### src/rtl/opshift_pkg.sv
// Package: shared encodings for the operand shifter.
// Assumes: shift type encoding is fixed by the instruction decoder.
package opshift_pkg;

    typedef enum logic [1:0] {
        SH_LSL = 2'd0,
        SH_LSR = 2'd1,
        SH_ASR = 2'd2,
        SH_ROR = 2'd3
    } shift_kind_e;

    // Which bits of the rotated value survive the mask stage
    typedef enum logic [1:0] {
        MK_KEEP     = 2'd0,
        MK_CLR_LOW  = 2'd1,
        MK_CLR_HIGH = 2'd2,
        MK_CLR_ALL  = 2'd3
    } mask_kind_e;

    // Where the carry-out comes from
    typedef enum logic [1:0] {
        CY_HOLD = 2'd0,
        CY_BIT  = 2'd1,
        CY_ZERO = 2'd2
    } carry_src_e;

endpackage

### src/rtl/opshift_decode.sv
// Module: opshift_decode
// Turns a shift type and amount into rotator/mask/carry controls.
// Assumes: DATA_W is a power of two and AMT_W > LOG_W. Instruction-form
// amounts use only the low LOG_W bits; register-form amounts use all AMT_W.
module opshift_decode
    import opshift_pkg::*;
#(
    parameter int unsigned DATA_W = 32,
    parameter int unsigned AMT_W  = 8,
    parameter int unsigned LOG_W  = $clog2(DATA_W)
) (
    input  logic [1:0]       shift_kind,
    input  logic [AMT_W-1:0] shift_amt,
    input  logic             amt_is_reg,
    input  logic             sign_bit,
    input  logic             carry_in,
    output logic [LOG_W-1:0] rot_amt,
    output mask_kind_e       mask_kind,
    output logic [LOG_W-1:0] mask_cnt,
    output logic             fill_bit,
    output carry_src_e       carry_src,
    output logic [LOG_W-1:0] carry_idx
);

    localparam logic [AMT_W-1:0] FULL_AMT = AMT_W'(DATA_W);
    localparam logic [LOG_W-1:0] TOP_IDX  = LOG_W'(DATA_W - 1);
    localparam logic [LOG_W-1:0] ONE_CNT  = LOG_W'(1);

    logic [LOG_W-1:0] cnt_low;
    logic [LOG_W-1:0] neg_cnt;
    logic             amt_zero;
    logic             amt_full;
    logic             amt_beyond;
    logic             amt_ge_full;

    // Classify the amount according to its form
    always_comb begin
        cnt_low     = shift_amt[LOG_W-1:0];
        neg_cnt     = LOG_W'(0) - cnt_low;
        if (amt_is_reg) begin
            amt_zero    = (shift_amt == '0);
            amt_full    = (shift_amt == FULL_AMT);
            amt_beyond  = (shift_amt > FULL_AMT);
            amt_ge_full = (shift_amt >= FULL_AMT);
        end else begin
            amt_zero    = (cnt_low == '0);
            amt_full    = 1'b0;
            amt_beyond  = 1'b0;
            amt_ge_full = 1'b0;
        end
    end

    // Select rotator, mask, fill and carry controls per shift type
    always_comb begin
        rot_amt   = '0;
        mask_kind = MK_KEEP;
        mask_cnt  = '0;
        fill_bit  = 1'b0;
        carry_src = CY_HOLD;
        carry_idx = '0;
        unique case (shift_kind_e'(shift_kind))
            SH_LSL: begin
                if (amt_zero) begin
                    carry_src = CY_HOLD;
                end else if (amt_full) begin
                    mask_kind = MK_CLR_ALL;
                    carry_src = CY_BIT;
                    carry_idx = '0;
                end else if (amt_beyond) begin
                    mask_kind = MK_CLR_ALL;
                    carry_src = CY_ZERO;
                end else begin
                    rot_amt   = neg_cnt;
                    mask_kind = MK_CLR_LOW;
                    mask_cnt  = cnt_low;
                    carry_src = CY_BIT;
                    carry_idx = neg_cnt;
                end
            end
            SH_LSR: begin
                if (amt_zero && amt_is_reg) begin
                    carry_src = CY_HOLD;
                end else if (amt_zero || amt_full) begin
                    mask_kind = MK_CLR_ALL;
                    carry_src = CY_BIT;
                    carry_idx = TOP_IDX;
                end else if (amt_beyond) begin
                    mask_kind = MK_CLR_ALL;
                    carry_src = CY_ZERO;
                end else begin
                    rot_amt   = cnt_low;
                    mask_kind = MK_CLR_HIGH;
                    mask_cnt  = cnt_low;
                    carry_src = CY_BIT;
                    carry_idx = cnt_low - ONE_CNT;
                end
            end
            SH_ASR: begin
                if (amt_zero && amt_is_reg) begin
                    carry_src = CY_HOLD;
                end else if (amt_zero || amt_ge_full) begin
                    mask_kind = MK_CLR_ALL;
                    fill_bit  = sign_bit;
                    carry_src = CY_BIT;
                    carry_idx = TOP_IDX;
                end else begin
                    rot_amt   = cnt_low;
                    mask_kind = MK_CLR_HIGH;
                    mask_cnt  = cnt_low;
                    fill_bit  = sign_bit;
                    carry_src = CY_BIT;
                    carry_idx = cnt_low - ONE_CNT;
                end
            end
            default: begin
                if (amt_zero && amt_is_reg) begin
                    carry_src = CY_HOLD;
                end else if (amt_zero) begin
                    // rotate right by one through the carry flag
                    rot_amt   = ONE_CNT;
                    mask_kind = MK_CLR_HIGH;
                    mask_cnt  = ONE_CNT;
                    fill_bit  = carry_in;
                    carry_src = CY_BIT;
                    carry_idx = '0;
                end else if (cnt_low == '0) begin
                    carry_src = CY_BIT;
                    carry_idx = TOP_IDX;
                end else begin
                    rot_amt   = cnt_low;
                    carry_src = CY_BIT;
                    carry_idx = cnt_low - ONE_CNT;
                end
            end
        endcase
    end

endmodule

### src/rtl/opshift_immrot.sv
// Module: opshift_immrot
// Builds the rotator/carry controls for rotated-immediate expansion.
// Assumes: 2 * (2**ROT_W - 1) fits in LOG_W bits.
module opshift_immrot
    import opshift_pkg::*;
#(
    parameter int unsigned DATA_W = 32,
    parameter int unsigned IMM_W  = 8,
    parameter int unsigned ROT_W  = 4,
    parameter int unsigned LOG_W  = $clog2(DATA_W)
) (
    input  logic [IMM_W+ROT_W-1:0] imm_field,
    output logic [DATA_W-1:0]      imm_value,
    output logic [LOG_W-1:0]       rot_amt,
    output mask_kind_e             mask_kind,
    output carry_src_e             carry_src,
    output logic [LOG_W-1:0]       carry_idx
);

    logic [ROT_W-1:0] rot_field;

    // Split the field and double the rotate count
    always_comb begin
        rot_field = imm_field[IMM_W+ROT_W-1:IMM_W];
        imm_value = DATA_W'(imm_field[IMM_W-1:0]);
        rot_amt   = LOG_W'({rot_field, 1'b0});
        mask_kind = MK_KEEP;
        carry_src = (rot_field == '0) ? CY_HOLD : CY_BIT;
        carry_idx = rot_amt - LOG_W'(1);
    end

endmodule

### src/rtl/opshift_core.sv
// Module: opshift_core
// Barrel rotate-right, then mask with fill, then carry selection.
// Assumes: every shift is expressed as a rotate plus a mask by the decoder.
module opshift_core
    import opshift_pkg::*;
#(
    parameter int unsigned DATA_W = 32,
    parameter int unsigned LOG_W  = $clog2(DATA_W)
) (
    input  logic [DATA_W-1:0] value_in,
    input  logic [LOG_W-1:0]  rot_amt,
    input  mask_kind_e        mask_kind,
    input  logic [LOG_W-1:0]  mask_cnt,
    input  logic              fill_bit,
    input  carry_src_e        carry_src,
    input  logic [LOG_W-1:0]  carry_idx,
    input  logic              carry_in,
    output logic [DATA_W-1:0] value_out,
    output logic              carry_out
);

    logic [DATA_W-1:0] stage [LOG_W+1];
    logic [DATA_W-1:0] keep_mask;

    assign stage[0] = value_in;

    // One rotate stage per amount bit, each by a power of two
    for (genvar g = 0; g < LOG_W; g++) begin : g_rot
        localparam int unsigned STEP = 1 << g;
        assign stage[g+1] = rot_amt[g]
            ? {stage[g][STEP-1:0], stage[g][DATA_W-1:STEP]}
            : stage[g];
    end

    // Build the mask of bits that keep rotated data
    always_comb begin
        unique case (mask_kind)
            MK_KEEP:     keep_mask = '1;
            MK_CLR_LOW:  keep_mask = {DATA_W{1'b1}} << mask_cnt;
            MK_CLR_HIGH: keep_mask = {DATA_W{1'b1}} >> mask_cnt;
            default:     keep_mask = '0;
        endcase
    end

    // Merge rotated data with fill bits and pick the carry
    always_comb begin
        value_out = (stage[LOG_W] & keep_mask) | ({DATA_W{fill_bit}} & ~keep_mask);
        unique case (carry_src)
            CY_HOLD: carry_out = carry_in;
            CY_BIT:  carry_out = value_in[carry_idx];
            default: carry_out = 1'b0;
        endcase
    end

endmodule

### src/rtl/opshift_unit.sv
// Module: opshift_unit (top)
// Operand shifter with carry-out and rotated-immediate expansion.
// Assumes: DATA_W a power of two; REG_OUT = 1 adds one cycle of latency
// with a synchronous active-low reset; REG_OUT = 0 is purely combinational.
module opshift_unit
    import opshift_pkg::*;
#(
    parameter int unsigned DATA_W  = 32,
    parameter int unsigned AMT_W   = 8,
    parameter int unsigned IMM_W   = 8,
    parameter int unsigned ROT_W   = 4,
    parameter bit          REG_OUT = 1'b1
) (
    input  logic              clk,
    input  logic              rst_n,
    input  logic              expand_imm,
    input  logic [1:0]        shift_kind,
    input  logic [AMT_W-1:0]  shift_amt,
    input  logic              amt_is_reg,
    input  logic              carry_in,
    input  logic [DATA_W-1:0] operand,
    output logic [DATA_W-1:0] result,
    output logic              carry_out
);

    localparam int unsigned LOG_W = $clog2(DATA_W);
    localparam int unsigned FLD_W = IMM_W + ROT_W;

    logic [LOG_W-1:0]  sh_rot, im_rot, sel_rot;
    mask_kind_e        sh_mask, im_mask, sel_mask;
    logic [LOG_W-1:0]  sh_cnt, sel_cnt;
    logic              sh_fill, sel_fill;
    carry_src_e        sh_csrc, im_csrc, sel_csrc;
    logic [LOG_W-1:0]  sh_cidx, im_cidx, sel_cidx;
    logic [DATA_W-1:0] im_value, core_in, core_out;
    logic              core_cy;

    opshift_decode #(.DATA_W(DATA_W), .AMT_W(AMT_W), .LOG_W(LOG_W)) u_decode (
        .shift_kind (shift_kind),
        .shift_amt  (shift_amt),
        .amt_is_reg (amt_is_reg),
        .sign_bit   (operand[DATA_W-1]),
        .carry_in   (carry_in),
        .rot_amt    (sh_rot),
        .mask_kind  (sh_mask),
        .mask_cnt   (sh_cnt),
        .fill_bit   (sh_fill),
        .carry_src  (sh_csrc),
        .carry_idx  (sh_cidx)
    );

    opshift_immrot #(.DATA_W(DATA_W), .IMM_W(IMM_W), .ROT_W(ROT_W), .LOG_W(LOG_W)) u_immrot (
        .imm_field (operand[FLD_W-1:0]),
        .imm_value (im_value),
        .rot_amt   (im_rot),
        .mask_kind (im_mask),
        .carry_src (im_csrc),
        .carry_idx (im_cidx)
    );

    // Pick shift controls or immediate-expansion controls
    always_comb begin
        if (expand_imm) begin
            core_in  = im_value;
            sel_rot  = im_rot;
            sel_mask = im_mask;
            sel_cnt  = '0;
            sel_fill = 1'b0;
            sel_csrc = im_csrc;
            sel_cidx = im_cidx;
        end else begin
            core_in  = operand;
            sel_rot  = sh_rot;
            sel_mask = sh_mask;
            sel_cnt  = sh_cnt;
            sel_fill = sh_fill;
            sel_csrc = sh_csrc;
            sel_cidx = sh_cidx;
        end
    end

    opshift_core #(.DATA_W(DATA_W), .LOG_W(LOG_W)) u_core (
        .value_in  (core_in),
        .rot_amt   (sel_rot),
        .mask_kind (sel_mask),
        .mask_cnt  (sel_cnt),
        .fill_bit  (sel_fill),
        .carry_src (sel_csrc),
        .carry_idx (sel_cidx),
        .carry_in  (carry_in),
        .value_out (core_out),
        .carry_out (core_cy)
    );

    if (REG_OUT) begin : g_reg_out
        logic past_ok;

        // Register the shifter outputs; clear them in reset
        always_ff @(posedge clk) begin
            if (!rst_n) begin
                result    <= '0;
                carry_out <= 1'b0;
            end else begin
                result    <= core_out;
                carry_out <= core_cy;
            end
        end

        // Marks cycles whose previous edge was out of reset
        always_ff @(posedge clk) begin
            if (!rst_n) past_ok <= 1'b0;
            else        past_ok <= 1'b1;
        end

        p_reset_clear_r12: assert property (@(posedge clk)
            !rst_n |=> (result == '0 && carry_out == 1'b0));

        p_zero_pass_r2: assert property (@(posedge clk) disable iff (!rst_n)
            past_ok && $past(!expand_imm && amt_is_reg && shift_amt == '0)
            |-> (result == $past(operand) && carry_out == $past(carry_in)));

        p_rrx_r4: assert property (@(posedge clk) disable iff (!rst_n)
            past_ok && $past(!expand_imm && !amt_is_reg && shift_kind == 2'd3
                             && shift_amt[LOG_W-1:0] == '0)
            |-> (result == {$past(carry_in), $past(operand[DATA_W-1:1])}
                 && carry_out == $past(operand[0])));

        p_asr_fill_r6: assert property (@(posedge clk) disable iff (!rst_n)
            past_ok && $past(!expand_imm && amt_is_reg && shift_kind == 2'd2
                             && shift_amt >= AMT_W'(DATA_W))
            |-> (result == {DATA_W{$past(operand[DATA_W-1])}}
                 && carry_out == $past(operand[DATA_W-1])));

        p_logic_beyond_r8: assert property (@(posedge clk) disable iff (!rst_n)
            past_ok && $past(!expand_imm && amt_is_reg && !shift_kind[1]
                             && shift_amt > AMT_W'(DATA_W))
            |-> (result == '0 && carry_out == 1'b0));

        p_imm_norot_r10: assert property (@(posedge clk) disable iff (!rst_n)
            past_ok && $past(expand_imm && operand[FLD_W-1:IMM_W] == '0)
            |-> (result == DATA_W'($past(operand[IMM_W-1:0]))
                 && carry_out == $past(carry_in)));
    end else begin : g_comb_out
        assign result    = core_out;
        assign carry_out = core_cy;
    end

endmodule

### config.mk
export PLATFORM = sky130hd
export DESIGN_NAME = opshift_unit
export DESIGN_NICKNAME = d
export VERILOG_FILES = /design/src/rtl/opshift_pkg.sv /design/src/rtl/opshift_decode.sv /design/src/rtl/opshift_immrot.sv /design/src/rtl/opshift_core.sv /design/src/rtl/opshift_unit.sv
export SDC_FILE = /design/constraint.sdc
export NUM_CORES = 1
export LEC_CHECK = 0
export BUFFER_PORTS_ARGS = -buffer_cell sky130_fd_sc_hd__buf_2
export CAP_MARGIN = 25
export CORE_MARGIN = 5
export CORE_UTILIZATION = 45
export DETAILED_ROUTE_END_ITERATION = 8
export PLACE_DENSITY = 0.72
export SYNTH_ARGS = -nofsm -noshare
export SYNTH_HDL_FRONTEND = slang
export SYNTH_SLANG_ARGS = --single-unit
### constraint.sdc
create_clock -name clk -period 5.5 [get_ports clk]
set_input_delay 0.275 -clock clk [delete_from_list [all_inputs] [get_ports clk]]
set_output_delay 0.275 -clock clk [all_outputs]
set_load 0.02 [all_outputs]
==> out/qor.csv <==
stage;metric;value;unit
worst_setup_path;critical-path-slowest-cell;o41ai_4;
clock_network;cts_hold_buffers;0;
placed_design;dp_hpwl;15.1;mm
clock_network;cts_tree;built;
placed_design;place_congestion;0.969;
clock_network;post_cts_buffers;0;
sta;setup_violations;0;
worst_setup_path;crit_path_frequent_cell;mux2i_1;
worst_setup_path;path_delay_family;compound AO/OA/AOI/OAI gates;
global_route;antenna_found_initial;0;
clock_network;cts.clk_slew.worst_paths;50;ps
floorplan;num_io_pins;80;
floorplan;die_h;120;µm
synthesis;synth_xor_xnor_area_share;0.961;%
placed_design;port_buffers;79;
clock_network;cts.sinks;33;
finish;area_delta_synth_final;8.81;%
synthesis;synth_edf_count;0;
power_and_ir_drop;clkPwrFrac;22.0;%
sta;timing.final.crit_share;78.3;%
worst_setup_path;path_buf_inv;3;
worst_setup_path;crit_path_start_kind;input port;
synthesis;synth_seq_cells;33;
power_and_ir_drop;power.density;207;nW/µm²
clock_network;cts_root_buf;clkbuf_16;
clock_network;cts-buffers-inserted;5;
worst_setup_path;setup.worst_path.class;input port to flip-flop;
routing;dr.pass1.iters;6;
worst_setup_path;critPathArrivalTime;4430;ps
sta;hold_viol;0;
synthesis;postSynth.asyncResetShare;0;%
floorplan;die_w;120;µm
clock_network;post_cts_resized;0;
synthesis;post_synth_num_cell_types;84;
sta;finalMaxSlewViolations;0;
synthesis;muxShareOfSynthArea;20.6;%
run;max_cap_violations;0;
floorplan;start_util;45.7;%
finish;n_antenna_cell;0;
floorplan;core;12000;µm²
power_and_ir_drop;finalPower;0.00123;W
worst_setup_path;cp_slowest_stage_delay;790;ps
sta;rsz0062_at_grt;no;
power_and_ir_drop;irDropWorstVdd;0.114;mV
routing;drt_iter0_markers;962;
sta;min_period;4300;ps
global_route;grt_pass1_wl;30.8;mm
routing;drt-total-wl;19.7;mm
synthesis;synth_fp_nets;792;
routing;via_count;6395;
floorplan;core.rowCount;40;
power_and_ir_drop;p_switching;0.000535;W
synthesis;synthSimpleGateAreaFrac;18.7;%
synthesis;avgSynthCellArea;7.38;µm²
global_route;grt-busiest-layer;met2;
synthesis;yosysSeqAreaShare;12.1;%
synthesis;synth_fa_ha_area_share;0.916;%
power_and_ir_drop;p_sw_share;43.4;%
global_route;grtUsageMet1;36.4;%
global_route;grt_util_all_layers;26.0;%
power_and_ir_drop;p_int;0.000698;W
synthesis;synth-compound-area-share;39.2;%
sta;maxSlewHeadroom;35.6;%
sta;worstMarginPinSlew;957;ps
finish;fillers;1170;
global_route;grt_use_met3;4.49;%
sta;fmax;232;MHz
power_and_ir_drop;power_leakage;2.45;nW
global_route;grt_pass1_vias;5765;
synthesis;yosysWarnings;0;
sta;fin_setup_tns;0;ps
floorplan;die-area;14500;µm²
routing;drc;0;
worst_setup_path;crit_chain;buf_2 -> inv_1 -> ha_1 -> and2_1 -> ha_1 -> nor2b_1 -> nor3_1 -> o41ai_4 -> buf_4 -> mux2i_1 -> o22ai_1 -> mux2i_1 -> mux2i_1 -> mux2i_1 -> o22ai_1;
clock_network;clockBufferDepth;2;
min_path;worst_hold_path_type;input port to flip-flop;
status;status;finished clean;
finish;nets;826;
worst_setup_path;end_kind;flip-flop;
worst_setup_path;cp_data_required_time;5620;ps
power_and_ir_drop;seqPwrFrac;23.0;%
routing;wl_per_cell;21.4;µm
synthesis;synth_area;5470;µm²
synthesis;yosys_most_used_dff;dfxtp_1;
global_route;grt_util_met2;40.9;%
routing;ant_nets;0;
worst_setup_path;path_max_fanout;14;
clock_network;h-tree-depth;2;
synthesis;synthCells;741;
routing;vias_per_cell;6.94;
finish;final_layout_size_suffix_gt1_share;20.1;%
synthesis;synth_top_family_by_area;compound AO/OA/AOI/OAI gates;
power_and_ir_drop;combPwrFrac;55.0;%
global_route;grt_max_degree;48;
global_route;grt.overflow.total;0;
==> cells in the final DEF, fill, tap and decap left out, drive strengths merged, types with 17 or more instances in the layout <==
cell type / count
buf: 92
mux2i: 81
nand2: 73
a21oi: 53
o22ai: 48
nor2: 45
o21ai: 44
dfxtp: 33
nand3: 30
mux2: 26
a211oi: 20
a31oi: 19
inv: 17
==> per-stage QoR <==
stage	setup WS, ps	area (µm²)	hold slack, ps	util (%)	instances
3_3_place_gp	1040	5790	631	48.4	914
6_report	1200	5950	339	49.7	922
4_1_cts	1200	5930	338	49.6	921
2_1_floorplan	1830	5470	459	-	741
5_1_grt	1040	5950	353	49.7	922
3_5_place_dp	922	5790	617	48.4	914
==> area by class of cell <==
| cell class | instances | area, µm² | share of cell area [%] |
|---|---|---|---|
| Timing Repair Buffer | 92 | 500 | 8.41 |
| Tap cell | 147 | 184 | 3.09 |
| Clock buffer | 7 | 143 | 2.40 |
| Inverter | 17 | 63.8 | 1.07 |
| Sequential cell | 33 | 661 | 11.1 |
| Multi-Input combinational cell | 626 | 4400 | 73.9 |
==> cell usage after synthesis, types with 4 or more instances <==
master	n	area, µm²
nand2_1	73	274
nor2b_1	6	37.5
nor3_1	13	65.1
o2111ai_1	5	43.8
a22oi_1	8	60.1
a211oi_1	16	120
buf_6	7	78.8
clkbuf_1	35	131
a22o_1	4	35.0
buf_4	4	30.0
o21ai_0	40	200
o22ai_1	46	288
buf_1	4	15.0
xnor2_1	4	35.0
buf_2	14	70.1
dfxtp_1	33	661
nand4_1	8	50.1
mux2i_1	81	811
or2_2	4	25.0
a21oi_1	52	260
a21o_1	7	52.6
or3_1	5	31.3
nand3_1	30	150
o211ai_1	14	105
mux2_2	26	293
nor4_1	6	37.5
o21a_1	4	30.0
ha_1	4	50.1
a31oi_1	17	106
inv_1	17	63.8
a221oi_1	9	78.8
nor2_1	45	169
and2_1	7	43.8
o31ai_1	6	45.0
o221ai_1	5	43.8
==> cells by family (layout without fill, tap and decap cells) <==
logic type               after synthesis  after routing
buffers and inverters                 82            116
flip-flops                            33             33
adder cells (fa/ha/maj)                4              4
multiplexers                         108            108
AO/OA/AOI/OAI                        297            297
AND/OR/NAND/NOR                      211            211
XOR/XNOR                               6              6
==> final timing paths <==
| kind | start | cells after the start | endpoint | slack [ps] |
|---|---|---|---|---|
| worst max-delay path | shift_amt[0] | 15 | result[29] | 1200 |
| worst min-delay path | carry_in | 3 | carry_out | 340 |
==> power groups by stage <==
| stage | clock [W] | sequential [W] | combinational (W) |
|---|---|---|---|
| 6_report | 0.000272 | 0.000283 | 0.000678 |
| 5_1_grt | 0.000286 | 0.000286 | 0.000727 |
| 4_1_cts | 0.000274 | 0.000283 | 0.000659 |
| 3_5_place_dp | 0 | 0.000287 | 0.000657 |
| 3_3_place_gp | 0 | 0.000288 | 0.000655 |
| 2_1_floorplan | 0 | 0.000327 | 0.000445 |
==> worst min-delay path, delay by kind of cell <==
family / cells / cell delay, ps
compound gates: 2 / 200
buf+inv: 1 / 100
==> per-layer routing <==
metal | up-vias | share of wire, %
met5 | - | 0
met4 | 0 | 2.9
met3 | 61 | 11
met2 | 428 | 45
met1 | 2937 | 41
li1 | 2969 | -
==> state kept, by name, indices dropped and copies added (netlist names) <==
register	flops
result	32
carry_out	1
(Power assumes the default switching activity.)
